<file path="src/rtl/pio_pkg.sv">
package pio_pkg;

  localparam int BUS_AW = 7;
  localparam int BUS_DW = 32;
  localparam int WIDX_W = BUS_AW - 2;

  // word indices on the bus
  localparam logic [WIDX_W-1:0] WI_DATA     = 5'd0;
  localparam logic [WIDX_W-1:0] WI_DATA_SET = 5'd1;
  localparam logic [WIDX_W-1:0] WI_DATA_CLR = 5'd2;
  localparam logic [WIDX_W-1:0] WI_EN       = 5'd3;
  localparam logic [WIDX_W-1:0] WI_EN_SET   = 5'd4;
  localparam logic [WIDX_W-1:0] WI_EN_CLR   = 5'd5;
  localparam logic [WIDX_W-1:0] WI_INPUT    = 5'd6;
  localparam logic [WIDX_W-1:0] WI_FLAG     = 5'd7;
  localparam logic [WIDX_W-1:0] WI_FLAG_SET = 5'd8;
  localparam logic [WIDX_W-1:0] WI_FLAG_CLR = 5'd9;
  localparam int CFG_BASE_WI = 10;

  // configuration word field positions
  localparam int CFG_SD_BIT   = 0;
  localparam int CFG_OD_BIT   = 2;
  localparam int CFG_TRIG_LSB = 7;
  localparam int CFG_WAKE_BIT = 10;

  // reset-time capture: input word bit <- pad index
  localparam int STRAP_N = 6;
  localparam int STRAP_IN_BIT [STRAP_N] = '{31, 30, 29, 18, 17, 16};
  localparam int STRAP_PIN    [STRAP_N] = '{10, 9, 7, 15, 0, 2};

  typedef enum logic [2:0] {
    TRG_OFF  = 3'd0,
    TRG_RISE = 3'd1,
    TRG_FALL = 3'd2,
    TRG_BOTH = 3'd3,
    TRG_LOW  = 3'd4,
    TRG_HIGH = 3'd5,
    TRG_RSV6 = 3'd6,
    TRG_RSV7 = 3'd7
  } trig_e;

  typedef enum logic [1:0] {
    UPD_NONE  = 2'd0,
    UPD_WRITE = 2'd1,
    UPD_SET   = 2'd2,
    UPD_CLR   = 2'd3
  } upd_e;

  typedef struct packed {
    logic  wake_en;
    trig_e trig;
    logic  open_drain;
    logic  sd_sel;
  } pin_cfg_t;

  function automatic logic trig_hit(trig_e mode, logic now, logic prev);
    case (mode)
      TRG_RISE: return now & ~prev;
      TRG_FALL: return ~now & prev;
      TRG_BOTH: return now ^ prev;
      TRG_LOW:  return ~now;
      TRG_HIGH: return now;
      default:  return 1'b0;
    endcase
  endfunction

  function automatic pin_cfg_t cfg_unpack(logic [BUS_DW-1:0] w);
    pin_cfg_t c;
    c.sd_sel     = w[CFG_SD_BIT];
    c.open_drain = w[CFG_OD_BIT];
    c.trig       = trig_e'(w[CFG_TRIG_LSB +: 3]);
    c.wake_en    = w[CFG_WAKE_BIT];
    return c;
  endfunction

  function automatic logic [BUS_DW-1:0] cfg_pack(pin_cfg_t c);
    logic [BUS_DW-1:0] w;
    w = '0;
    w[CFG_SD_BIT]         = c.sd_sel;
    w[CFG_OD_BIT]         = c.open_drain;
    w[CFG_TRIG_LSB +: 3]  = c.trig;
    w[CFG_WAKE_BIT]       = c.wake_en;
    return w;
  endfunction

  // open-drain: a high value releases the pad
  function automatic logic drive_enable(logic en, logic od, logic val);
    return en & ~(od & val);
  endfunction

  function automatic logic drive_level(logic od, logic val);
    return val & ~od;
  endfunction

endpackage

</file>
<file path="src/rtl/pio_sync.sv">
module pio_sync #(
  parameter int WIDTH = 16
) (
  input  logic             clk,
  input  logic             rst_n,
  input  logic [WIDTH-1:0] d,
  output logic [WIDTH-1:0] now,
  output logic [WIDTH-1:0] prev
);

  logic [WIDTH-1:0] stage1;

  always_ff @(posedge clk or negedge rst_n) begin
    if (!rst_n) begin
      stage1 <= '0;
      now    <= '0;
      prev   <= '0;
    end else begin
      stage1 <= d;
      now    <= stage1;
      prev   <= now;
    end
  end

endmodule

</file>
<file path="src/rtl/pio_trigger.sv">
module pio_trigger
  import pio_pkg::*;
#(
  parameter int PIN_COUNT = 16
) (
  input  logic                     clk,
  input  logic                     rst_n,
  input  logic [PIN_COUNT-1:0]     now,
  input  logic [PIN_COUNT-1:0]     prev,
  input  pin_cfg_t [PIN_COUNT-1:0] cfg,
  output logic [PIN_COUNT-1:0]     hit,
  output logic                     wake_q
);

  logic [PIN_COUNT-1:0] wake_hit;

  for (genvar i = 0; i < PIN_COUNT; i++) begin : g_pin
    assign hit[i]      = trig_hit(cfg[i].trig, now[i], prev[i]);
    assign wake_hit[i] = hit[i] & cfg[i].wake_en;

    // a rising-edge hit needs the level one cycle ago to be 0
    a_r6_rise_history: assert property (@(posedge clk) disable iff (!rst_n)
      (cfg[i].trig == TRG_RISE && hit[i]) |-> (now[i] && !$past(now[i])));
  end

  always_ff @(posedge clk or negedge rst_n) begin
    if (!rst_n) wake_q <= 1'b0;
    else        wake_q <= |wake_hit;
  end

endmodule

</file>
<file path="src/rtl/pio_pindrive.sv">
module pio_pindrive
  import pio_pkg::*;
#(
  parameter int PIN_COUNT = 16
) (
  input  logic                     clk,
  input  logic                     rst_n,
  input  logic [PIN_COUNT-1:0]     data_q,
  input  logic [PIN_COUNT-1:0]     en_q,
  input  pin_cfg_t [PIN_COUNT-1:0] cfg,
  input  logic                     sd_in,
  output logic [PIN_COUNT-1:0]     value,
  output logic [PIN_COUNT-1:0]     pad_out,
  output logic [PIN_COUNT-1:0]     pad_oe
);

  for (genvar i = 0; i < PIN_COUNT; i++) begin : g_pin
    assign value[i]   = cfg[i].sd_sel ? sd_in : data_q[i];
    assign pad_oe[i]  = drive_enable(en_q[i], cfg[i].open_drain, value[i]);
    assign pad_out[i] = drive_level(cfg[i].open_drain, value[i]);

    // no drive without the enable bit
    a_r4_oe_needs_en: assert property (@(posedge clk) disable iff (!rst_n)
      pad_oe[i] |-> en_q[i]);
    // an open-drain pin never drives high
    a_r9_od_never_high: assert property (@(posedge clk) disable iff (!rst_n)
      (cfg[i].open_drain && pad_oe[i]) |-> !pad_out[i]);
  end

endmodule

</file>
<file path="src/rtl/pio_ctrl.sv">
module pio_ctrl
  import pio_pkg::*;
#(
  parameter int PIN_COUNT = 16
) (
  input  logic                 clk,
  input  logic                 rst_n,
  input  logic                 bus_en,
  input  logic                 bus_we,
  input  logic [BUS_AW-1:0]    bus_addr,
  input  logic [BUS_DW-1:0]    bus_wdata,
  output logic [BUS_DW-1:0]    bus_rdata,
  input  logic [PIN_COUNT-1:0] pad_in,
  input  logic                 sd_in,
  output logic [PIN_COUNT-1:0] pad_out,
  output logic [PIN_COUNT-1:0] pad_oe,
  output logic [PIN_COUNT-1:0] pin_irq,
  output logic                 irq,
  output logic                 wake
);

  localparam int PW = PIN_COUNT;

  function automatic logic [PW-1:0] apply_upd(logic [PW-1:0] cur, logic [PW-1:0] d, upd_e op);
    case (op)
      UPD_WRITE: return d;
      UPD_SET:   return cur | d;
      UPD_CLR:   return cur & ~d;
      default:   return cur;
    endcase
  endfunction

  logic [WIDX_W-1:0] widx;
  logic              wr;
  logic [PW-1:0]     wd;
  upd_e              data_upd, en_upd, flag_upd;

  logic [PW-1:0]     data_q, en_q, flag_q;
  logic [PW-1:0]     flag_sw_next, sw_clr_mask;
  pin_cfg_t [PW-1:0] cfg_q;
  logic [PW-1:0]     cfg_sel;
  logic [STRAP_N-1:0] strap_q;

  logic [PW-1:0]     s_now, s_prev, hw_hit, drv_value;
  logic [PW-1:0]     in_low;
  logic [BUS_DW-1:0] in_word;

  logic unused_bits;
  assign unused_bits = ^{bus_addr[1:0], bus_wdata[BUS_DW-1:PW]};

  assign widx = bus_addr[BUS_AW-1:2];
  assign wr   = bus_en & bus_we;
  assign wd   = bus_wdata[PW-1:0];

  always_comb begin
    data_upd = UPD_NONE;
    en_upd   = UPD_NONE;
    flag_upd = UPD_NONE;
    if (wr) begin
      case (widx)
        WI_DATA:     data_upd = UPD_WRITE;
        WI_DATA_SET: data_upd = UPD_SET;
        WI_DATA_CLR: data_upd = UPD_CLR;
        WI_EN:       en_upd   = UPD_WRITE;
        WI_EN_SET:   en_upd   = UPD_SET;
        WI_EN_CLR:   en_upd   = UPD_CLR;
        WI_FLAG:     flag_upd = UPD_WRITE;
        WI_FLAG_SET: flag_upd = UPD_SET;
        WI_FLAG_CLR: flag_upd = UPD_CLR;
        default:     ;
      endcase
    end
  end

  for (genvar i = 0; i < PW; i++) begin : g_cfg_sel
    assign cfg_sel[i] = wr && (widx == WIDX_W'(CFG_BASE_WI + i));
  end

  // software update first, hardware hits ORed on top
  assign flag_sw_next = apply_upd(flag_q, wd, flag_upd);
  assign sw_clr_mask  = (flag_upd == UPD_CLR)   ? wd  :
                        (flag_upd == UPD_WRITE) ? ~wd : '0;

  always_ff @(posedge clk or negedge rst_n) begin
    if (!rst_n) begin
      data_q <= '0;
      en_q   <= '0;
      flag_q <= '0;
      cfg_q  <= '0;
    end else begin
      data_q <= apply_upd(data_q, wd, data_upd);
      en_q   <= apply_upd(en_q, wd, en_upd);
      flag_q <= flag_sw_next | hw_hit;
      for (int i = 0; i < PW; i++)
        if (cfg_sel[i]) cfg_q[i] <= cfg_unpack(bus_wdata);
    end
  end

  // reset-time pad capture
  always_ff @(posedge clk) begin
    if (!rst_n)
      for (int k = 0; k < STRAP_N; k++) strap_q[k] <= pad_in[STRAP_PIN[k]];
  end

  pio_sync #(.WIDTH(PW)) u_sync (
    .clk  (clk),
    .rst_n(rst_n),
    .d    (pad_in),
    .now  (s_now),
    .prev (s_prev)
  );

  pio_trigger #(.PIN_COUNT(PW)) u_trigger (
    .clk   (clk),
    .rst_n (rst_n),
    .now   (s_now),
    .prev  (s_prev),
    .cfg   (cfg_q),
    .hit   (hw_hit),
    .wake_q(wake)
  );

  pio_pindrive #(.PIN_COUNT(PW)) u_drive (
    .clk    (clk),
    .rst_n  (rst_n),
    .data_q (data_q),
    .en_q   (en_q),
    .cfg    (cfg_q),
    .sd_in  (sd_in),
    .value  (drv_value),
    .pad_out(pad_out),
    .pad_oe (pad_oe)
  );

  assign in_low = (en_q & drv_value) | (~en_q & s_now);

  always_comb begin
    in_word = '0;
    in_word[PW-1:0] = in_low;
    for (int k = 0; k < STRAP_N; k++) in_word[STRAP_IN_BIT[k]] = strap_q[k];
  end

  always_comb begin
    bus_rdata = '0;
    case (widx)
      WI_DATA:  bus_rdata[PW-1:0] = data_q;
      WI_EN:    bus_rdata[PW-1:0] = en_q;
      WI_INPUT: bus_rdata = in_word;
      WI_FLAG:  bus_rdata[PW-1:0] = flag_q;
      default:  ;
    endcase
    for (int i = 0; i < PW; i++)
      if (widx == WIDX_W'(CFG_BASE_WI + i)) bus_rdata = cfg_pack(cfg_q[i]);
  end

  assign pin_irq = flag_q;
  assign irq     = |flag_q;

  // a software clear sticks unless hardware re-sets the same bit
  a_r8_sw_clear: assert property (@(posedge clk) disable iff (!rst_n)
    (|(sw_clr_mask & ~hw_hit)) |=> ((flag_q & $past(sw_clr_mask & ~hw_hit)) == '0));
  // a hardware set always lands, whatever software does
  a_r7_hw_priority: assert property (@(posedge clk) disable iff (!rst_n)
    (|hw_hit) |=> ((flag_q & $past(hw_hit)) == $past(hw_hit)));
  // captured strap values do not move after reset
  a_r5_strap_hold: assert property (@(posedge clk) disable iff (!rst_n)
    $past(rst_n) |-> $stable(strap_q));
  // wake comes with a set interrupt flag
  a_r11_wake_irq: assert property (@(posedge clk) disable iff (!rst_n)
    wake |-> irq);

endmodule

</file>
<file path="config.mk">
export PLATFORM = sky130hd
export DESIGN_NAME = pio_ctrl
export DESIGN_NICKNAME = d
export VERILOG_FILES = /design/src/rtl/pio_pkg.sv /design/src/rtl/pio_sync.sv /design/src/rtl/pio_trigger.sv /design/src/rtl/pio_pindrive.sv /design/src/rtl/pio_ctrl.sv
export SDC_FILE = /design/constraint.sdc
export NUM_CORES = 1
export LEC_CHECK = 0
export ABC_CLOCK_PERIOD_IN_PS = 2300
export BUFFER_PORTS_ARGS = -buffer_cell sky130_fd_sc_hd__buf_2
export CORE_MARGIN = 2
export CORE_UTILIZATION = 53
export DETAILED_ROUTE_END_ITERATION = 16
export PLACE_DENSITY = 0.77
export SYNTH_ARGS = -nofsm -noshare
export SYNTH_HDL_FRONTEND = slang
export SYNTH_SLANG_ARGS = --single-unit
</file>
<file path="constraint.sdc">
create_clock -name clk -period 2.3 [get_ports clk]
set_input_delay 0.46 -clock clk [delete_from_list [all_inputs] [get_ports clk]]
set_output_delay 0.46 -clock clk [all_outputs]
set_load 0.03 [all_outputs]
</file>
Word level (Yosys, flattened, before mapping)
Index checks and enable logic that the tools add are counted.
Storage, ports and cells
  register bits: 199
  output and inout bits: 82
  word-level logic and storage cells: 455
Operators by class
  equality and inequality tests: 114
  multiplexer cells: 59
  bitwise gates (word level): 189
  reductions and logical operators: 21
Operator list (number)
  two-way mux 32 bit: 16
  case mux 16 bit (3 select lines): 3
  AND 1 bit: 97
  == test 3 x 2 -> 1 bit (second input constant): 32
  == test 3 bit (second input constant): 32
  AND 16 bit: 5
  bitwise OR 16 bit: 5
  case mux 1 bit (5 select lines): 16
  NOT 1 bit: 64
  case mux 16 bit (4 select lines): 1
  == test 5 bit (second input constant): 10
  == test 3 x 1 -> 1 bit (second input constant): 16
  == test 5 x 4 -> 1 bit (second input constant): 8
  NOT 16 bit: 2
  OR reduction 16 bit: 2
  == test 5 x 3 -> 1 bit (second input constant): 4
  case mux 2 bit (3 select lines): 3
  logical AND 1 bit: 16
  two-way mux 1 bit: 16
  two-way mux 16 bit: 1
  bitwise XOR 1 bit: 16
  == test 2 bit (second input constant): 6
  == test 5 x 2 -> 1 bit (second input constant): 2
  == test 2 x 1 -> 1 bit (second input constant): 3
  4 further kinds: 7

Logic depth before layout (Yosys ltp)
  word-level depth: 20
  mapped depth: 9
  gate-level depth less buffers: 8

Modules after synthesis
A second synthesis with hierarchy kept.
Unflattened totals
  cells, all modules: 1140
  area total of the unflattened synthesis: 11727.5 µm²
Modules (own cells, without submodules)
  pio_ctrl: instances 1, cells each 773, area an instance 8060.2 µm², seq. area each 3783.6 µm²
  pio_trigger: instances 1, cells each 270, area an instance 1904.3 µm², seq. area each 25.0 µm²
  pio_sync: instances 1, cells each 48, area an instance 1201.2 µm², seq. area each 1201.2 µm²
  pio_pindrive: instances 1, cells each 49, area an instance 561.8 µm², seq. area each 0.0 µm²

Worst setup path before layout
OpenSTA, ideal clock, no wires.
  kind: input port to output port
  start point: in bus_addr[6]
  end point: out bus_rdata[11]
  data arrival time: 2.275 ns
  required time: 1.840 ns
  setup slack: -0.435 ns
  stages: 5
  path buffers: 2
  cells stage by stage: buf_2 > or3b_1 > or2_1 > clkbuf_1 > o311ai_1
Between the ends
  longest elaborated chain between the ends: 18
Ends and longest elaborated chain
  start: declaration: RTL line pio_ctrl.sv:10  | input logic [BUS_AW-1:0] bus_addr,
  == test 5 x 3 -> 1 bit (tied with other cells): RTL line pio_ctrl.sv:145  | case (widx)
  case mux 16 bit (4 select lines): RTL line pio_ctrl.sv:145
  two-way mux 32 bit (15 in series): RTL line pio_ctrl.sv:153  | if (widx == WIDX_W'(CFG_BASE_WI + i)) bus_rdata = cfg_pack(cfg_q[i]);
  two-way mux 32 bit (*): RTL line pio_ctrl.sv:153
  end: declaration: RTL line pio_ctrl.sv:12  | output logic [BUS_DW-1:0] bus_rdata,
Mark *: on every way between the ends. The rest lies on a longest branch, timed or not.

Final worst setup path
  start point: in bus_addr[5]
  end point: out bus_rdata[2]
Same word-level chain as after synthesis.

==> impl_results.md <==
- Crit-path max FO: 3
- Routed len/inst: 25.0 microns
- Final Power: about 0.011 W
- Largest net degree at the start of global routing: 99
- Final setup viols: 16
- First-pass GRT wire length: 61900 microns
- Violated checks: setup timing
- Vias in the first global route: 10.4k
- Max-slew violation count: 0
- Crit end category: output port
- Nets: 1471
- Post-DRT Antenna Nets: 0
- Top_reg_cell synth: dfrtp_1
- Maxcap violations: 0
- Reg2Reg Depth: 9
- Syn_area_per_cell: 10.1 sq um
- Leakage: 6.79 nW
- Die height: between 100 and 150 microns
- Reg2reg start: u_sync.now[3]
- Layout cells sized above 1: between 30% and 40%
- Commonest non-fill, non-tap cell in the layout: dfrtp_1
- Placed cell area: 13200 sq um
- Core ar.: between 20000 and 25000 sq um
- Setup TNS: -4640 ps
- Min-delay src: pad_in[3]
- Hpwl dp: approximately 29000 microns
- Die area: 22100 sq um
- Final wirelength: 41600 microns
- Synthesized instance count: 1099
- Area Overhead vs Synth: 33.6%
- Filler cells: ~1.5k
- H-tree level count: 4
- Max Freq: 354 MHz
- TritonCTS clock tree: done
- Crit path required time: 1840 ps
- DRC viols: 0
- Post-synth cell types: between 70 and 80
- M2 GR Usage: 55.9%
- Pwr/cell area: around 740 nW/um^2
- Synth Warn #: 0
- Worst VDD drop: 0.000653 V
- Status: complete, but fails checks
- Core Util, Final: roughly 73%
- Worst-path clk slew: 80 ps
- Reg2reg setup slack: roughly 20 ps
- Seq/Total Area, Yosys: 45.2%
- Synth async-reset ratio: 97.0%
- Port Buffers: between 100 and 150
- Worst Hold Depth: 1
- Data arrival, critical path: 2370 ps
- Worst setup SP type: input pin
- # rows: 52
- I/O pins: 142
- Most frequent cells in the layout: dfrtp_1 (189), buf_4 (173), buf_2 (90)
- Iteration-0 DRC Markers: approximately 1.4k
- Critical path class: in -> out
- EDFF count, synth: 6
- Initial Util: 54.4%
- Layout Skew: 13.3 ps
- Via density: 6.40
- Final std cells w/o fill: 1664
- GRT met1 Usage: 52.2%
- Min-delay worst type: in -> reg
- Clock Path Buffers: 2
- Total global-route track usage: 37.9%
- Min cycle time layout: 2830 ps
- Die X: between 100 and 150 microns
- Gr busiest metal: met2
- Number of vias after detailed routing: 10.7k
- Post-Place Cells: 1596
- DRT Pass-1 Iters: 7
- Mapped Area: about 11000 sq um
- Root Buffer: clkbuf_16
- Global Route met3 Usage: 10.5%
- Worst slew pin tran: 766 ps
- Relative slew slack: 48.6%
- Hold Violations, Final: 0
- Num CTS Buffers: 17
- Initial antenna violation count: 1
- RSZ-0062 raised after global routing: true
- Fin worst setup slack: -526 ps
- Clock tree sinks: 199
- Final Wtd Congestion: roughly 1.0
- Clock Latency Late Sink: 450 ps
- Hold Crit Endpoint: u_sync.stage1[3]
- Reg-to-Reg End: u_trigger.wake_q
- Total gr overflow: 0
- Worst setup path startpoint: bus_addr[5]
- Final instance area: roughly 15000 sq um
- Yosys reg bits: 199
- Post-route clock period utilization: 123%
[per-stage QoR]
step,hold slack [ps],worst slack [ps]
floorplan,164,-324
global placement,332,-556
detailed placement,335,-562
CTS,104,-473
global route,99.3,-577
finish,110,-526
[repair_timing]
| action | in CTS | in global routing |
|---|---|---|
| hold buffers | 1 | 0 |
| pin swaps | 23 | 25 |
| setup buffers | 22 | 9 |
| gates cloned | 3 | 1 |
| endpoints found under the setup margin | 17 | 20 |
| gates resized for setup | 140 | 34 |
| endpoints found under the hold margin | 24 | 0 |
[worst max path at each step]
stage,endpoint,slack [ps],cells after the start
final,bus_rdata[2],-530,8
after global routing,bus_rdata[2],-580,7
after CTS,bus_rdata[2],-470,7
after detailed placement,bus_rdata[2],-560,8
after global placement,bus_rdata[2],-560,8
after floorplan,bus_rdata[2],-320,7
[power by group]
part	internal, W	switching (W)
Clock	0.00166	0.00149
Combinational	0.00126	0.00174
Sequential	0.00402	0.000724
[synthesized netlist by cell type (5+ instances only)]
cell type | n | area share, %
nor2_1 | 71 | 2.4
a22o_1 | 33 | 2.6
nand2_1 | 78 | 2.6
nand2b_1 | 14 | 0.79
o2111ai_1 | 6 | 0.47
edfxtp_1 | 6 | 1.6
xor2_1 | 5 | 0.40
nor3_1 | 5 | 0.23
ha_1 | 32 | 3.6
mux2_1 | 19 | 1.9
inv_1 | 71 | 2.4
o22ai_1 | 9 | 0.51
o221ai_1 | 8 | 0.63
nand3_1 | 16 | 0.72
nor2b_1 | 23 | 1.3
mux2i_1 | 42 | 3.8
o21ai_0 | 101 | 4.6
nand3b_1 | 19 | 1.3
dfrtp_1 | 193 | 44
xnor2_1 | 12 | 0.95
clkbuf_1 | 35 | 1.2
nor4_1 | 8 | 0.45
o21ai_1 | 8 | 0.36
o21a_1 | 16 | 1.1
a22oi_1 | 14 | 0.95
nor3_2 | 9 | 0.81
nand4_1 | 5 | 0.28
o211ai_1 | 9 | 0.61
o311ai_1 | 9 | 0.71
mux2_2 | 62 | 6.3
buf_4 | 11 | 0.75
a222oi_1 | 5 | 0.45
buf_2 | 16 | 0.72
a211oi_1 | 8 | 0.54
a221oi_1 | 9 | 0.71
and2_1 | 8 | 0.45
a21oi_1 | 39 | 1.8
[cell type report]
class | count | area, sq um | area share, %
diodes | 2 | 5.00 | 0.0338
clock buffers | 17 | 425 | 2.87
clock inverters | 15 | 190 | 1.29
inverters | 71 | 267 | 1.80
repair buffers | 317 | 2520 | 17.1
well taps | 270 | 338 | 2.28
flip-flops and latches | 199 | 5010 | 33.9
multi-input cells | 773 | 6040 | 40.8
[routing by layer]
| layer | vias to the layer above | routed length (microns) |
|---|---|---|
| met4 | 0 | 2270 |
| met2 | 735 | 18000 |
| met3 | 188 | 4850 |
| met5 | - | 0 |
| li1 | 4539 | - |
| met1 | 5195 | 16500 |
[logic make-up after synthesis]
family | synth area share (%)
compound gates | 18.6
xor+xnor | 1.34
fa+ha+maj | 3.62
buf+inv | 5.16
flops | 45.2
mux | 12.2
other cells | 0.0339
simple gates | 13.8
[critical path: stages]
cell and delay [ps]:
buf_8 100, or3b_4 410, or2_4 280, a211oi_2 150
nor4_1 70, or4_4 550, nand3b_1 190, buf_6 160
[registers in the layout, summed over array words and instances, names as in the netlist, 6 cells and up]
| signal | count |
|---|---|
| cfg_q | 96 |
| data_q | 16 |
| en_q | 16 |
| pin_irq | 16 |
| u_sync.now | 16 |
| u_sync.prev | 16 |
| u_sync.stage1 | 16 |
| strap_q | 6 |
(Power assumes the default switching activity.)
